==> src/rtl/usb_ctrl_ep_pkg.sv <==
package usb_ctrl_ep_pkg;
  localparam int unsigned NUM_FLAGS = 4;
  localparam int unsigned BANK_W    = 2;

  localparam int unsigned F_SETUP = 0;
  localparam int unsigned F_OUT   = 1;
  localparam int unsigned F_INRDY = 2;
  localparam int unsigned F_NAKIN = 3;

  localparam logic [NUM_FLAGS-1:0] FLAG_RST = 4'b0100;

  typedef enum logic [1:0] {
    HS_NONE  = 2'd0,
    HS_ACK   = 2'd1,
    HS_NAK   = 2'd2,
    HS_STALL = 2'd3
  } hs_code_e;
endpackage

==> src/rtl/usb_ctrl_ep_resp.sv <==
module usb_ctrl_ep_resp
  import usb_ctrl_ep_pkg::*;
#(
  parameter int unsigned NF = NUM_FLAGS
) (
  input  logic          tok_setup_i,
  input  logic          tok_out_i,
  input  logic          tok_in_i,
  input  logic          rx_ok_i,
  input  logic          retry_i,
  input  logic          stall_i,
  input  logic [NF-1:0] flags_i,
  output logic          hs_vld_o,
  output hs_code_e      hs_code_o,
  output logic          tx_o,
  output logic [NF-1:0] set_o,
  output logic          clr_stall_o
);
  logic bank_busy;
  assign bank_busy = flags_i[F_SETUP] | flags_i[F_OUT];

  always_comb begin
    hs_vld_o    = 1'b0;
    hs_code_o   = HS_NONE;
    tx_o        = 1'b0;
    set_o       = '0;
    clr_stall_o = 1'b0;
    if (tok_setup_i && rx_ok_i) begin
      // setup ignores retry, stall and bank state
      hs_vld_o       = 1'b1;
      hs_code_o      = HS_ACK;
      set_o[F_SETUP] = 1'b1;
      clr_stall_o    = 1'b1;
    end else if (tok_out_i && rx_ok_i) begin
      hs_vld_o = 1'b1;
      if (retry_i)        hs_code_o = HS_NAK;
      else if (stall_i)   hs_code_o = HS_STALL;
      else if (bank_busy) hs_code_o = HS_NAK;
      else begin
        hs_code_o    = HS_ACK;
        set_o[F_OUT] = 1'b1;
      end
    end else if (tok_in_i) begin
      if (retry_i || (!stall_i && flags_i[F_INRDY])) begin
        hs_vld_o       = 1'b1;
        hs_code_o      = HS_NAK;
        set_o[F_NAKIN] = 1'b1;
      end else if (stall_i) begin
        hs_vld_o  = 1'b1;
        hs_code_o = HS_STALL;
      end else begin
        tx_o           = 1'b1;
        set_o[F_INRDY] = 1'b1;
      end
    end
  end
endmodule

==> src/rtl/usb_ctrl_ep_flags.sv <==
module usb_ctrl_ep_flags
  import usb_ctrl_ep_pkg::*;
#(
  parameter int unsigned   NF      = NUM_FLAGS,
  parameter logic [NF-1:0] RST_VAL = FLAG_RST
) (
  input  logic          clk_i,
  input  logic          rst_ni,
  input  logic [NF-1:0] set_i,
  input  logic          we_i,
  input  logic [NF-1:0] wdata_i,
  output logic [NF-1:0] q_o
);
  for (genvar g = 0; g < NF; g++) begin : g_flag
    logic clr;
    assign clr = we_i & ~wdata_i[g];
    always_ff @(posedge clk_i or negedge rst_ni) begin
      if (!rst_ni)       q_o[g] <= RST_VAL[g];
      else if (set_i[g]) q_o[g] <= 1'b1;
      else if (clr)      q_o[g] <= 1'b0;
    end
  end
endmodule

==> src/rtl/usb_ctrl_ep_bank.sv <==
module usb_ctrl_ep_bank
  import usb_ctrl_ep_pkg::*;
#(
  parameter bit          IS_CTRL = 1'b1,
  parameter int unsigned BW      = BANK_W
) (
  input  logic          clk_i,
  input  logic          rst_ni,
  input  logic          we_i,
  input  logic [BW-1:0] wdata_i,
  output logic [BW-1:0] rd_o
);
  if (IS_CTRL) begin : g_ctrl
    logic wr_unused;
    assign wr_unused = ^{clk_i, rst_ni, we_i, wdata_i};
    assign rd_o      = '0;
  end else begin : g_data
    always_ff @(posedge clk_i or negedge rst_ni) begin
      if (!rst_ni)   rd_o <= '0;
      else if (we_i) rd_o <= wdata_i;
    end
  end
endmodule

==> src/rtl/usb_ctrl_ep_hs.sv <==
module usb_ctrl_ep_hs
  import usb_ctrl_ep_pkg::*;
#(
  parameter int unsigned NF = NUM_FLAGS,
  parameter int unsigned BW = BANK_W
) (
  input  logic          clk_i,
  input  logic          rst_ni,
  input  logic          tok_setup_i,
  input  logic          tok_out_i,
  input  logic          tok_in_i,
  input  logic          rx_ok_i,
  input  logic          retry_i,
  input  logic          fw_flag_we_i,
  input  logic [NF-1:0] fw_flag_wdata_i,
  input  logic          fw_stall_we_i,
  input  logic          fw_stall_i,
  input  logic          fw_bank_we_i,
  input  logic [BW-1:0] fw_bank_wdata_i,
  output logic          hs_valid_o,
  output logic [1:0]    hs_code_o,
  output logic          tx_data_o,
  output logic [NF-1:0] flags_o,
  output logic          stall_req_o,
  output logic [BW-1:0] bank_rd_o
);
  logic          hs_vld_d, tx_d, clr_stall;
  hs_code_e      hs_code_d;
  logic [NF-1:0] flag_set;

  usb_ctrl_ep_resp #(.NF(NF)) u_resp (
    .tok_setup_i (tok_setup_i),
    .tok_out_i   (tok_out_i),
    .tok_in_i    (tok_in_i),
    .rx_ok_i     (rx_ok_i),
    .retry_i     (retry_i),
    .stall_i     (stall_req_o),
    .flags_i     (flags_o),
    .hs_vld_o    (hs_vld_d),
    .hs_code_o   (hs_code_d),
    .tx_o        (tx_d),
    .set_o       (flag_set),
    .clr_stall_o (clr_stall)
  );

  usb_ctrl_ep_flags #(.NF(NF)) u_flags (
    .clk_i   (clk_i),
    .rst_ni  (rst_ni),
    .set_i   (flag_set),
    .we_i    (fw_flag_we_i),
    .wdata_i (fw_flag_wdata_i),
    .q_o     (flags_o)
  );

  usb_ctrl_ep_bank #(.IS_CTRL(1'b1), .BW(BW)) u_bank (
    .clk_i   (clk_i),
    .rst_ni  (rst_ni),
    .we_i    (fw_bank_we_i),
    .wdata_i (fw_bank_wdata_i),
    .rd_o    (bank_rd_o)
  );

  // setup recovery beats a firmware write in the same cycle
  always_ff @(posedge clk_i or negedge rst_ni) begin
    if (!rst_ni)            stall_req_o <= 1'b0;
    else if (clr_stall)     stall_req_o <= 1'b0;
    else if (fw_stall_we_i) stall_req_o <= fw_stall_i;
  end

  always_ff @(posedge clk_i or negedge rst_ni) begin
    if (!rst_ni) begin
      hs_valid_o <= 1'b0;
      hs_code_o  <= HS_NONE;
      tx_data_o  <= 1'b0;
    end else begin
      hs_valid_o <= hs_vld_d;
      hs_code_o  <= hs_code_d;
      tx_data_o  <= tx_d;
    end
  end
endmodule

==> config.mk <==
export PLATFORM = sky130hd
export DESIGN_NAME = usb_ctrl_ep_hs
export DESIGN_NICKNAME = d
export VERILOG_FILES = /design/src/rtl/usb_ctrl_ep_pkg.sv /design/src/rtl/usb_ctrl_ep_resp.sv /design/src/rtl/usb_ctrl_ep_flags.sv /design/src/rtl/usb_ctrl_ep_bank.sv /design/src/rtl/usb_ctrl_ep_hs.sv
export SDC_FILE = /design/constraint.sdc
export NUM_CORES = 1
export LEC_CHECK = 0
export BUFFER_PORTS_ARGS = -buffer_cell sky130_fd_sc_hd__clkbuf_2
export CORE_AREA = 2 2 39 41
export DETAILED_ROUTE_END_ITERATION = 6
export DIE_AREA = 0 0 41 43
export GPL_ROUTABILITY_DRIVEN = 0
export HOLD_SLACK_MARGIN = 0.03
export PLACE_DENSITY = 0.69
export SLEW_MARGIN = 40
export SYNTH_ARGS = -nofsm -noshare
export SYNTH_HDL_FRONTEND = slang
export SYNTH_SLANG_ARGS = --single-unit
==> constraint.sdc <==
create_clock -name clk_i -period 3.4 [get_ports clk_i]
set_input_delay 0.85 -clock clk_i [delete_from_list [all_inputs] [get_ports clk_i]]
set_output_delay 0.85 -clock clk_i [all_outputs]
set_load 0.05 [all_outputs]
# Word-level counts from Yosys, hierarchy flattened
# Index checks and enable logic that the tools add are counted.
# W data, S select, Z words.
classes:
  n_reduce_logical: 10
  n_mux: 37
  bitwise: 9
ops:
  columns: ["operator", "n"]
  rows:
  - ["$mux W1", 26]
  - ["$mux W2", 10]
  - ["$reduce_bool A2 Y1", 5]
  - ["$and A1 B1 Y1", 4]
  - ["$not A1 Y1", 4]
  - ["$logic_and A1 B1 Y1", 3]
  - ["$mux W3", 1]
  - ["$logic_not A1 Y1", 1]
  - ["$logic_or A1 B1 Y1", 1]
  - ["$or A1 B1 Y1", 1]
word_totals:
  reg_bits: 9
  input_bits: 17
  out_inout_bits: 11
  wordCells: 64

# Depth between registers and ports, before layout
# Gate-level depths: netlist of the first run.
depth:
  word_depth: 8
  depth_mapped: 3
  ltp_nobuf: 3

# By module
# Synthesis of the first run repeated with hierarchy kept, for this count alone.
hier_totals:
  cells_unflattened: 42
  hier_area_um2: 432.9
modules_own_cells:
  columns: ["module", "n_inst", "seq_area_each_um2", "area_per_inst_um2", "cells_each"]
  rows:
  - ["usb_ctrl_ep_flags", 1, 101.3, 156.4, 12]
  - ["usb_ctrl_ep_hs", 1, 125.1, 138.9, 7]
  - ["usb_ctrl_ep_resp", 1, 0.0, 118.9, 20]
  - ["usb_ctrl_ep_bank", 1, 0.0, 18.8, 3]

# Worst setup path before layout of the first run
# No wires, ideal clock.
synth_path:
  path_kind: "input to register"
  startpoint: "in retry_i"
  endpoint: "reg hs_code_o[1]"
  arrival_time_ns: 1.431
  required_ns: 3.275
  n_path_buf: 0
  slack_ns: 1.844
  setup_time_ns: 0.125
  cell_stages: 3
  cell_sequence: "or3_4 -> a22oi_2 -> nor3b_1"
synth_via:
  elab_chain_cells: 5
  word_cells_on_any_way: 6
  cone_classes: "5 x mux; 1 x reduce/logical"
synth_rtl:
  columns: ["element", "line", "text"]
  rows:
  - ["start: declaration", "usb_ctrl_ep_hs.sv:13", "input logic retry_i,"]
  - ["$logic_or A1 B1 Y1", "usb_ctrl_ep_resp.sv:44", "if (retry_i || (!stall_i && flags_i[F_INRDY])) begin"]
  - ["$mux W2", "usb_ctrl_ep_resp.sv:44", null]
  - ["$mux W2", "usb_ctrl_ep_resp.sv:43", "end else if (tok_in_i) begin"]
  - ["$mux W2 (*)", "usb_ctrl_ep_resp.sv:34", "end else if (tok_out_i && rx_ok_i) begin"]
  - ["$mux W2 (*)", "usb_ctrl_ep_resp.sv:28", "if (tok_setup_i && rx_ok_i) begin"]
  - ["via hs_code_d[1]", "usb_ctrl_ep_hs.sv:28", "hs_code_e hs_code_d;"]
  - ["end signal: assignment", "usb_ctrl_ep_hs.sv:77", "hs_code_o <= hs_code_d;"]
  - ["end: declaration", "usb_ctrl_ep_hs.sv:21", "output logic [1:0] hs_code_o,"]
# Mark *: on every way through the listed nets, which the timed path passes. The rest lies on a longest branch.
# A chain may end at the register's enable or synchronous reset.

# Final worst setup path of the first run
layout_path:
  startpoint: "reg u_flags.q_o[2]"
  endpoint: "out flags_o[2]"
layout_lines:
  columns: ["element", "line", "text"]
  rows:
  - ["start: declaration", "usb_ctrl_ep_flags.sv:12", "output logic [NF-1:0] q_o"]
  - ["start signal: indexed assignment", "usb_ctrl_ep_flags.sv:18", "if (!rst_ni) q_o[g] <= RST_VAL[g];"]
  - ["end: declaration", "usb_ctrl_ep_hs.sv:23", "output logic [NF-1:0] flags_o,"]
# No word-level cell between the ends.

==> parameters.txt, run 1 <==
Parameter                              Value

Worst setup path
  Buf/Inv on CP    1
  Nature of the critical path endpoint    output pin
  WS Path Type    reg2out
  End of the worst register-to-register path    hs_code_o[1]
  Endpoint required time on the critical path    around 2.6 ns
  Crit path max-delay cell type    sky130_fd_sc_hd__dfstp_2
  Peak fanout along the critical path    4
  Delay-heaviest family, CP    flip-flops
  Cells along the critical path    clkbuf_2
  R2R setup slack    between 2 and 2.5 ns
  Critical Path Source Type    register
  Launch instance of the worst register-to-register path    stall_req_o
  R2R cell count    3
  Peak per-stage delay on the critical path    0.55 ns
  WP data arrival    approximately 1.1 ns

Synthesis
  Sequential area share after synthesis    55.2%
  Biggest area consumer among synthesized cells    sky130_fd_sc_hd__dfrtp_1
  Top-area cell type share of the netlist area    between 40 and 50%
  Yosys warning total    0
  Top cells by area in the synthesized netlist    sky130_fd_sc_hd__dfrtp_1 49%, sky130_fd_sc_hd__o21ai_0 12%, sky130_fd_sc_hd__dfstp_2 6.4%
  Post-synthesis instance total    41
  Post-synthesis register bit count    9
  Area of the mapped netlist    410 µm²
  Post-synth cell types    15
  Average size of a mapped cell    10.0 µm²

Hold path
  Class of the most critical hold timing path    in2async

Placed design
  Post-detailed-placement cell area    529 µm²
  HPWL after detailed placement    674 µm
  Number of placed instances with taps included    78
  PortBufs    22

Global route
  Global router's overall resource usage    12.9%
  GRT Residual Overflow    0
  Number of global-route vias before repair    354
  First-pass GRT wire length    1390 µm
  Antenna violations before repair    0
  Maximum number of pins on one net before global-route repair    10

Final layout
  Count of fill cells added during filler insertion    146
  Proportion of layout cells with a drive suffix above 1    45.5%
  Non-filler instance count after layout    about 80
  Number of antenna cells inserted    0
  Fin nets    84
  Synthesis-to-layout area growth    35.4%
  Final instance area    between 500 and 600 µm²

STA
  Hold Violations, Final    0
  Layout Skew    between 0.001 and 0.0015 ns
  Part of the cycle the worst path needs    56.9%
  Count of final setup violators    0
  Final setup TNS    0 ns
  Setup repair after global routing missed its margin    no
  Max Transition Viols Final    0
  F_max    516 MHz
  Period minus WS final    1.94 ns

Clock tree
  CTS tree    built
  CTS max path bufs    2
  Source-to-sink clock delay at the later pin of the worst-skew pair    between 0.2 and 0.3 ns
  Root buffer cell    sky130_fd_sc_hd__clkbuf_4
  CTS Buf Count    3
  TritonCTS sink count    9
  # H-tree levels    1
  Post-CTS setup buffers    0
  Post-cts resize count    0
  Hold_buf cts    0
  Clock transition at the registers of the reported paths    0.06 ns

Detailed routing
  Number of nets with antenna violations after routing    0
  DRC violation total after the first TritonRoute iteration    8
  Detailed-route via count    378
  DR WL met2    427 µm
  Met3 Wirelength    74 µm
  Wire length per cell    10.4 µm
  Topmost layer with routed signal wires    met4
  Count of unresolved DRC violations after routing    0
  Detailed Route WL    852 µm
  M1 wire length    ~340 µm
  Avg Vias per Cell    approximately 4.6
  Drt pass-1 iters    3

Floorplanning
  Die Footprint    between 1500 and 2000 µm²
  Standard-cell rows    14
  Starting utilization of the core area    slightly below 30%
  IO Count    28
  Total core area    1380 µm²
  DIE HEIGHT    43 µm
  Die W    41 µm

Power
  Switching Fraction    roughly 37%
  Sequential Power Share    42.3%
  Static power due to leakage    0.296 nW
  Largest voltage drop on the vdd net    0.000178 V
  Internal power of the cells    0.190 mW
  Power per standard cell area    545 nW/µm²
  Clock Power Share    27.2%
  Reported net switching power    0.113 mW
  Share of total power in combinational logic    30.5%

Job
  Max-cap check violation count    0

Outcome
  Outcome    finished clean
## cells in the final DEF, fill, tap and decap left out, drive strengths merged
cell type and count:
o21ai 10, mux2i 1, a21oi 2, and4bb 1
nand2 5, dfrtp 8, nor3b 1, nor2 3
and3b 1, a22oi 1, inv 3, conb 2
clkbuf 26, or3 1, dfstp 1
## kinds of logic (layout without fill, tap and decap cells)
| group | count (synthesis) | count (layout) | share of synthesized area (%) |
|---|---|---|---|
| other | 1 | 2 | 0.914 |
| DFF | 9 | 9 | 55.2 |
| AOI/OAI and AO/OA | 13 | 13 | 17.7 |
| buffers and inverters | 5 | 29 | 6.40 |
| and+or+nand+nor | 12 | 12 | 17.4 |
| muxes | 1 | 1 | 2.44 |
## metrics by stage
stage | power (mW) | setup WS (ns) | hold WS (ns) | util, %
6_report | 0.303 | 1.46 | 0.433 | 40.1
5_1_grt | 0.321 | 1.42 | 0.444 | 40.1
4_1_cts | 0.308 | 1.46 | 0.434 | 40.1
3_5_place_dp | 0.223 | 1.66 | 0.503 | 38.2
3_3_place_gp | 0.222 | 1.66 | 0.508 | 38.2
2_1_floorplan | 0.197 | 1.84 | 0.554 | -
## worst max-delay path by stage
| stage | start | end | depth (start not counted) |
|---|---|---|---|
| after floorplan | retry_i | hs_code_o[1] | 3 |
| after global placement | retry_i | hs_code_o[1] | 4 |
| after detailed placement | retry_i | hs_code_o[1] | 4 |
| after CTS | u_flags.q_o[2] | flags_o[2] | 1 |
| after global routing | u_flags.q_o[2] | flags_o[2] | 1 |
| final | u_flags.q_o[2] | flags_o[2] | 1 |
## cells in the mapped netlist
cell / instances
sky130_fd_sc_hd__a21oi_1: 2
sky130_fd_sc_hd__a22oi_2: 1
sky130_fd_sc_hd__and3b_2: 1
sky130_fd_sc_hd__and4bb_2: 1
sky130_fd_sc_hd__buf_4: 2
sky130_fd_sc_hd__conb_1: 1
sky130_fd_sc_hd__dfrtp_1: 8
sky130_fd_sc_hd__dfstp_2: 1
sky130_fd_sc_hd__inv_1: 3
sky130_fd_sc_hd__mux2i_1: 1
sky130_fd_sc_hd__nand2_1: 5
sky130_fd_sc_hd__nor2_1: 3
sky130_fd_sc_hd__nor3b_1: 1
sky130_fd_sc_hd__o21ai_0: 10
sky130_fd_sc_hd__or3_4: 1
## per-layer routing
layer	vias to the layer above	GRT usage (%)
li1	185	-
met1	177	13.9
met2	14	17.2
met3	2	6.28
met4	0	12.0
met5	-	0
## sequential cells by signal, summed over array words and instances (netlist names)
name	count
u_flags.q_o	4
hs_valid_o	1
stall_req_o	1
hs_code_o	2
tx_data_o	1
## worst reg2reg max path: cells and delay by family (launching register included)
kind / cells / cell delay [ns]
DFF: 1 / 0.45
and+or+nand+nor: 2 / 0.51
AOI/OAI and AO/OA: 1 / 0.18
## power groups by stage
stage | Combinational, mW | Clock (mW) | Sequential (mW)
after global placement | 0.0926 | 0 | 0.130
final | 0.0923 | 0.0825 | 0.128
after CTS | 0.0936 | 0.0862 | 0.128
after detailed placement | 0.0930 | 0 | 0.130
after global routing | 0.0990 | 0.0920 | 0.130
after floorplan | 0.0247 | 0 | 0.173
## cell type report
cell class / count / area [µm²] / area share (%)
repair buffers: 22 / 110 / 19.8
inverters: 3 / 11.3 / 2.03
multi-input cells: 28 / 161 / 29.1
clock buffers: 4 / 26.3 / 4.73
well taps: 16 / 20.0 / 3.60
flip-flops and latches: 9 / 226 / 40.8
Power figures use the tool's default switching activity.
==> run 2, diff against run 1 <==
--- a/config.mk
+++ b/config.mk
@@ -5,13 +5,14 @@
 export SDC_FILE = /design/constraint.sdc
 export NUM_CORES = 1
 export LEC_CHECK = 0
+export ABC_AREA = 1
 export BUFFER_PORTS_ARGS = -buffer_cell sky130_fd_sc_hd__clkbuf_2
 export CORE_AREA = 2 2 39 41
 export DETAILED_ROUTE_END_ITERATION = 6
 export DIE_AREA = 0 0 41 43
 export GPL_ROUTABILITY_DRIVEN = 0
 export HOLD_SLACK_MARGIN = 0.03
-export PLACE_DENSITY = 0.69
+export PLACE_DENSITY = 0.74
 export SLEW_MARGIN = 40
 export SYNTH_ARGS = -nofsm -noshare
 export SYNTH_HDL_FRONTEND = slang
==> constraint.sdc (replaced) <==
create_clock -name clk_i -period 1.65 [get_ports clk_i]
set_input_delay 0.4125 -clock clk_i [delete_from_list [all_inputs] [get_ports clk_i]]
set_output_delay 0.4125 -clock clk_i [all_outputs]
set_load 0.05 [all_outputs]
==> run 2 against run 1 <==
Global-route usage is 1.0 points lower. Clock skew grew 0.0023 ns. Cell count is 12% higher. First-iteration DRC count decreased by 38%. Core utilization increased by 2.8 points. Sequential power is 110% higher. Routed wire length decreased by 4.2%. Clock power rose by 100%. Sequential share of layout area decreased by 2.7 points. Critical endpoint unchanged. Largest power group unchanged. Highest routed layer unchanged.
==> parameters.txt, run 2 <==
Parameter                              Value

Final layout
  Flip-flop count of the largest register after layout    4 (unchanged)
  Post-route core utilization    42.9% (+2.8 points)
  Top library cells by usage in the layout, fill and taps aside    22 x sky130_fd_sc_hd__clkbuf_2, 11 x sky130_fd_sc_hd__nand2_1, 8 x sky130_fd_sc_hd__dfrtp_1
  Total area of sequential cells    226 µm² (unchanged)
  Largest registers in the final layout    u_flags.q_o: 4 flops, hs_code_o: 2 flops
  Largest Register    u_flags.q_o
  Synthesis-to-layout area growth    35.3% (about the same)
  Count of fill cells added during filler insertion    145 (-0.68%)
  Proportion of layout cells with a drive suffix above 1    46.1% (+0.60 points)
  Area taken by multi-input logic gates    179 µm² (+11%)
  Number of antenna cells inserted    0 (unchanged)
  Non-filler instance count after layout    92 (+12%)
  Leading cell type in the layout, fill and taps excluded    sky130_fd_sc_hd__clkbuf_2
  Fin nets    94 (+12%)

STA
  Period minus WS final    between 1 and 1.5 ns
  Hold_ws    0.326 ns (-0.107 ns)
  F_max    677 MHz
  Final setup TNS    0 ns (unchanged)
  Setup repair after global routing missed its margin    no
  Hold Violations, Final    0 (unchanged)
  Layout Skew    0.00337 ns (+0.00227 ns)
  Part of the cycle the worst path needs    around 90%
  Count of final setup violators    0 (unchanged)
  Max Transition Viols Final    0 (unchanged)

Placed design
  HPWL after detailed placement    685 µm (+1.6%)
  Number of placed instances with taps included    87 (+12%)
  PortBufs    22 (unchanged)

Synthesis
  Sequential area share after synthesis    51.6% (-3.6 points)
  Yosys warning total    0 (unchanged)
  Area of the mapped netlist    439 µm² (+7.0%)
  Async set-or-reset flop fraction in the synthesized netlist    100% (unchanged)
  Biggest area consumer among synthesized cells    sky130_fd_sc_hd__dfrtp_1
  Ranking of synthesized cells by instance count    11 x sky130_fd_sc_hd__nand2_1, 8 x sky130_fd_sc_hd__dfrtp_1, 5 x sky130_fd_sc_hd__inv_1, 5 x sky130_fd_sc_hd__o21ai_0, 4 x sky130_fd_sc_hd__nand2_2
  Most used flip-flop cell after synthesis    sky130_fd_sc_hd__dfrtp_1
  Post-synthesis instance total    50 (+22%)
  Average size of a mapped cell    8.78 µm² (-12%)
  Top-area cell type share of the netlist area    45.6% (-3.2 points)
  Post-synthesis register bit count    9 (unchanged)
  Post-synth cell types    18 (+3)
  Top-count cell post-synth    sky130_fd_sc_hd__nand2_1
  EDFF count, synth    0 (unchanged)
  Top cells by area in the synthesized netlist    sky130_fd_sc_hd__dfrtp_1 46%, sky130_fd_sc_hd__nand2_1 9.4%, sky130_fd_sc_hd__dfstp_2 6.0%

Clock tree
  Post-cts resize count    0 (unchanged)
  CTS max path bufs    2 (unchanged)
  Clock transition at the registers of the reported paths    0.06 ns (about the same)
  Source-to-sink clock delay at the later pin of the worst-skew pair    0.26 ns (about the same)
  TritonCTS sink count    9 (unchanged)
  Post-CTS setup buffers    0 (unchanged)
  # H-tree levels    1 (unchanged)
  CTS Buf Count    3 (unchanged)
  Root buffer cell    sky130_fd_sc_hd__clkbuf_4
  CTS tree    built

Detailed routing
  Detailed-route via count    396 (+4.8%)
  Drt pass-1 iters    3 (unchanged)
  Count of unresolved DRC violations after routing    0 (unchanged)
  Wire length per cell    8.87 µm (-15%)
  DRC violation total after the first TritonRoute iteration    5 (-3)
  Avg Vias per Cell    4.30 (-6.6%)
  Number of nets with antenna violations after routing    0 (unchanged)
  Detailed Route WL    816 µm (-4.2%)

Worst setup path
  WP data arrival    1.06 ns (-0.03 ns)
  Cells along the critical path    clkbuf_2
  Peak per-stage delay on the critical path    0.54 ns (about the same)
  WS Path Type    reg2out
  Critical Path Source Type    register
  Nature of the critical path endpoint    output pin
  Peak fanout along the critical path    3 (-1)
  Crit path max-delay cell type    sky130_fd_sc_hd__dfstp_2
  Buf/Inv on CP    1 (unchanged)
  Delay-heaviest family, CP    flip-flops
  Endpoint required time on the critical path    1.24 ns (-1.31 ns)

Power
  Largest voltage drop on the vdd net    0.000420 V (+140%)
  Static power due to leakage    0.337 nW (+14%)
  Total power    0.629 mW (+110%)
  Power per standard cell area    1060 nW/µm² (+94%)

Floorplanning
  Die W    41 µm (unchanged)
  Die Footprint    1760 µm² (unchanged)
  Total core area    1380 µm² (unchanged)
  IO Count    28 (unchanged)
  Standard-cell rows    14 (unchanged)
  DIE HEIGHT    43 µm (unchanged)
  Starting utilization of the core area    31.7% (+2.1 points)

Global route
  Antenna violations before repair    0 (unchanged)
  Maximum number of pins on one net before global-route repair    10 (unchanged)
  Number of global-route vias before repair    360 (+1.7%)
  GRT Residual Overflow    0 (unchanged)
  Global router's overall resource usage    11.8% (-1.0 points)
  First-pass GRT wire length    1370 µm (-1.4%)

Outcome
  Outcome    finished clean

Job
  Max-cap check violation count    0 (unchanged)

Hold path
  Class of the most critical hold timing path    in2reg
[run 2: changes by cell type in the layout (fill, tap and decap cells not counted), sizes merged, moves of 2 or more]
cell / change
inv: +3
nand2: +10
nand3: +2
nor2: +2
o21ai: -4
[run 2: report_power, final]
group	total [mW]	switching [mW]	internal, mW
combinational	0.201	0.151	0.0502
clock	0.165	0.0718	0.0929
sequential	0.264	0.0159	0.248
total	0.629	0.238	0.391
[run 2: layout make-up]
cell class	instances	share of cell area, %
clock buffers	4	4.42
inverters	6	3.79
multi-input cells	34	30.1
flip-flops and latches	9	38.1
well taps	16	3.37
repair buffers	23	20.2
[run 2: cells by family after synthesis]
group / synth area share [%]
compound gates: 10.8
buf+inv: 8.55
flops: 51.6
other cells: 0.854
simple gates: 28.2
[run 2: final timing paths]
kind                           startpoint             end  slack [ns]  depth (start not counted)
max in group asynchronous          rst_ni  u_flags.q_o[2]        0.86                          2
max reg2reg                   stall_req_o      hs_valid_o        0.71                          4
min reg2reg                u_flags.q_o[2]  u_flags.q_o[2]        0.49                          2
min                         fw_stall_we_i     stall_req_o        0.33                          2
min in group asynchronous          rst_ni  u_flags.q_o[3]        0.54                          2
max                        u_flags.q_o[2]      flags_o[2]        0.17                          1
[run 2: routing by layer]
metal  vias to the layer above  track usage (%)  part of all wire, %
met1                       170             14.8                   43
met2                        18             15.9                   44
met5                         -                0                    0
li1                        205                -                    -
met3                         3             4.71                   11
met4                         0             8.00                  2.3
[run 2: metrics by stage]
step / area (µm²) / setup slack (ns)
after floorplan: 443 / 0.535
after global placement: 558 / 0.457
after detailed placement: 558 / 0.448
after CTS: 594 / 0.161
after global routing: 594 / 0.129
final: 594 / 0.173
[run 2: repair_timing]
action / CTS / global route
endpoints found under the hold margin: 8 / 0
hold buffers: 1 / 0
setup endpoints to repair: 0 / 0
==> run 3, diff against run 2 <==
--- a/config.mk
+++ b/config.mk
@@ -7,13 +7,13 @@
 export LEC_CHECK = 0
 export ABC_AREA = 1
 export BUFFER_PORTS_ARGS = -buffer_cell sky130_fd_sc_hd__clkbuf_2
-export CORE_AREA = 2 2 39 41
+export CORE_UTILIZATION = 36
 export DETAILED_ROUTE_END_ITERATION = 6
-export DIE_AREA = 0 0 41 43
 export GPL_ROUTABILITY_DRIVEN = 0
 export HOLD_SLACK_MARGIN = 0.03
-export PLACE_DENSITY = 0.74
+export PLACE_DENSITY = 0.78
 export SLEW_MARGIN = 40
 export SYNTH_ARGS = -nofsm -noshare
 export SYNTH_HDL_FRONTEND = slang
+export SYNTH_HIERARCHICAL = 1
 export SYNTH_SLANG_ARGS = --single-unit
==> run 3 against run 2 <==
Area after synthesis grew 7.1%. Cell area grew 2.3%. First-iteration DRC count grew 100%. Total power is essentially flat. Sequential share of layout area shrank 0.86 points. Critical path depth is the same. Combinational power is essentially flat. Sequential power is essentially flat. Routed wire length grew 7.2%. Highest routed layer is now met3.
==> parameters.txt, run 3 <==
Parameter                              Value

Worst setup path
  Cells along the critical path    clkbuf_2
  Endpoint required time on the critical path    1.24 ns (about the same)
  Buf/Inv on CP    1 (unchanged)
  R2R cell count    5 (+1)
  Delay-heaviest family, CP    flip-flops
  Peak fanout along the critical path    4 (+1)
  WP data arrival    1.08 ns (+0.02 ns)
  Logic depth of the worst setup path including buffers    1 (unchanged)
  Critical Path Source Type    register
  Peak per-stage delay on the critical path    0.55 ns (about the same)
  Crit path max-delay cell type    sky130_fd_sc_hd__dfstp_2
  Nature of the critical path endpoint    output pin
  WS Path Type    reg2out

Floorplanning
  Standard-cell rows    12 (-2)
  DIE HEIGHT    38.2 µm (-11%)
  Starting utilization of the core area    40.7% (+9.0 points)
  Die W    38.2 µm (-7.0%)
  Die Footprint    1460 µm² (-17%)
  IO Count    28 (unchanged)
  Total core area    1160 µm² (-16%)

Placed design
  HPWL after detailed placement    706 µm (+3.1%)
  PortBufs    22 (unchanged)
  Worst-case setup slack after placement    0.429 ns (-0.0195 ns)
  Post-detailed-placement cell area    572 µm² (+2.5%)
  Number of placed instances with taps included    98 (+13%)

Final layout
  Largest Register    u_flags/q_o
  Total area of sequential cells    226 µm² (unchanged)
  Count of fill cells added during filler insertion    114 (-21%)
  Number of antenna cells inserted    0 (unchanged)
  Fin nets    107 (+14%)
  Flip-flop count of the largest register after layout    4 (unchanged)
  Post-route core utilization    52.6% (+9.6 points)
  Area taken by multi-input logic gates    165 µm² (-7.7%)
  Proportion of layout cells with a drive suffix above 1    32.6% (-13 points)
  Non-filler instance count after layout    103 (+12%)
  Largest registers in the final layout    u_flags/q_o: 4 flops, hs_code_o: 2 flops
  Synthesis-to-layout area growth    29.3%
  Top library cells by usage in the layout, fill and taps aside    22 x sky130_fd_sc_hd__nand2_1, 22 x sky130_fd_sc_hd__clkbuf_2, 14 x sky130_fd_sc_hd__inv_1
  Final instance area    608 µm² (+2.3%)

Detailed routing
  Detailed Route WL    875 µm (+7.2%)
  DRC violation total after the first TritonRoute iteration    10 (+5)
  Detailed-route via count    453 (+14%)
  Drt pass-1 iters    4 (+1)
  DR WL met2    468 µm (+29%)
  Number of nets with antenna violations after routing    0 (unchanged)
  Count of unresolved DRC violations after routing    0 (unchanged)
  Met3 Wirelength    59 µm (-31%)
  M1 wire length    347 µm (-0.29%)
  Topmost layer with routed signal wires    met3
  Wire length per cell    8.50 µm (-4.2%)
  Avg Vias per Cell    4.40 (+2.2%)

Clock tree
  # H-tree levels    1 (unchanged)
  Source-to-sink clock delay at the later pin of the worst-skew pair    0.26 ns (about the same)
  Post-CTS setup buffers    0 (unchanged)
  CTS max path bufs    2 (unchanged)
  Root buffer cell    sky130_fd_sc_hd__clkbuf_4
  CTS Buf Count    3 (unchanged)
  Clock transition at the registers of the reported paths    0.06 ns (about the same)
  TritonCTS sink count    9 (unchanged)
  CTS tree    built

Synthesis
  Most used flip-flop cell after synthesis    sky130_fd_sc_hd__dfrtp_1
  Async set-or-reset flop fraction in the synthesized netlist    100% (unchanged)
  Area fraction in compound gates after synthesis    2.13% (-8.7 points)
  Top-area cell type share of the netlist area    42.6% (-3.0 points)
  Adder-cell share of the synthesized area    0% (unchanged)
  Average size of a mapped cell    7.24 µm² (-18%)
  Ranking of synthesized cells by instance count    22 x sky130_fd_sc_hd__nand2_1, 14 x sky130_fd_sc_hd__inv_1, 8 x sky130_fd_sc_hd__dfrtp_1
  Share of cell area taken by muxes after synthesis    0% (unchanged)
  Post-synthesis instance total    65 (+30%)
  Post-synth cell types    12 (-6)
  Xor-xnor portion of the synthesized cell area    0% (unchanged)
  Yosys warning total    6 (+6)
  Synthesized-area fraction occupied by and/or/nand/nor cells    31.4% (+3.2 points)
  Biggest area consumer among synthesized cells    sky130_fd_sc_hd__dfrtp_1
  Top-count cell post-synth    sky130_fd_sc_hd__nand2_1
  Area of the mapped netlist    470 µm² (+7.1%)
  Sequential area share after synthesis    48.1% (-3.4 points)
  Largest family of logic cells by synthesized area    simple AND/OR/NAND/NOR gates
  EDFF count, synth    0 (unchanged)
  Post-synthesis register bit count    9 (unchanged)
  Top cells by area in the synthesized netlist    sky130_fd_sc_hd__dfrtp_1 43%, sky130_fd_sc_hd__nand2_1 18%, sky130_fd_sc_hd__inv_1 11%

Power
  Largest voltage drop on the vdd net    0.000482 V (+15%)
  Sequential Power Share    41.7% (-0.2 points)
  Clock Power Share    26.1% (about the same)
  Internal power of the cells    0.390 mW (-0.13%)
  Reported net switching power    0.239 mW (+0.39%)
  Static power due to leakage    0.389 nW (+16%)
  Share of total power in combinational logic    32.2% (+0.3 points)
  Power per standard cell area    1040 nW/µm² (-2.2%)
  Switching Fraction    38.0% (+0.12 points)

Global route
  Number of global-route vias before repair    337 (-6.4%)
  Maximum number of pins on one net before global-route repair    10 (unchanged)
  Global router's overall resource usage    14.2% (+2.4 points)
  GRT Residual Overflow    0 (unchanged)
  First-pass GRT wire length    1320 µm (-4.1%)
  Antenna violations before repair    0 (unchanged)

Job
  Max-cap check violation count    0 (unchanged)

STA
  Least setup slack across all paths after layout    0.158 ns (-0.0150 ns)
  Max Transition Viols Final    0 (unchanged)
  Part of the cycle the worst path needs    90.4% (+0.91 points)
  Layout Skew    0.00289 ns (-0.000482 ns)
  F_max    670 MHz (-1.0%)
  Hold Violations, Final    0 (unchanged)
  Setup repair after global routing missed its margin    no
  Final setup TNS    0 ns (unchanged)
  Count of final setup violators    0 (unchanged)
  Period minus WS final    1.49 ns (+0.0150 ns)

Hold path
  Worst hold stages    3 (+1)
  Class of the most critical hold timing path    in2reg

Outcome
  Outcome    finished clean
run 3: metrics by stage:
step,hold slack (ns),power [mW]
floorplan,0.117,0.418
global placement,0.276,0.463
detailed placement,0.278,0.467
CTS,0.381,0.637
global route,0.389,0.667
finish,0.384,0.629
run 3: kinds of logic after synthesis:
logic type	count (synthesis)
compound gates	2
flops	9
simple gates	35
other cells	1
buf+inv	18
run 3: metal layers:
| layer | up-vias | GRT usage (%) |
|---|---|---|
| li1 | 233 | - |
| met1 | 198 | 14.8 |
| met2 | 22 | 22.9 |
| met3 | 0 | 6.98 |
| met4 | 0 | 8.04 |
| met5 | - | 0 |
run 3: power groups by stage:
stage,Clock (mW),Sequential (mW),Combinational (mW)
after floorplan,0,0.355,0.0632
after detailed placement,0,0.266,0.201
after global routing,0.182,0.266,0.219
final,0.165,0.262,0.203
after global placement,0,0.266,0.197
after CTS,0.171,0.262,0.203
run 3: final timing paths:
check                          startpoint              to  slack, ns
max in group asynchronous          rst_ni  u_flags/q_o[2]       0.85
min in group asynchronous          rst_ni  u_flags/q_o[3]       0.54
max reg2reg                   stall_req_o  u_flags/q_o[2]       0.54
min reg2reg                u_flags/q_o[3]  u_flags/q_o[3]       0.47
max                        u_flags/q_o[2]      flags_o[2]       0.16
min                            fw_stall_i     stall_req_o       0.38
run 3: repair_timing:
action,CTS,global route
endpoints found under the hold margin,8,0
gates resized for setup,0,0
hold buffers,1,0
run 3: final cells by class:
class	instances	share of cell area [%]
Timing Repair Buffer	23	19.8
Tap cell	14	2.88
Inverter	14	8.64
Sequential cell	9	37.2
Multi-Input combinational cell	39	27.2
Clock buffer	4	4.32
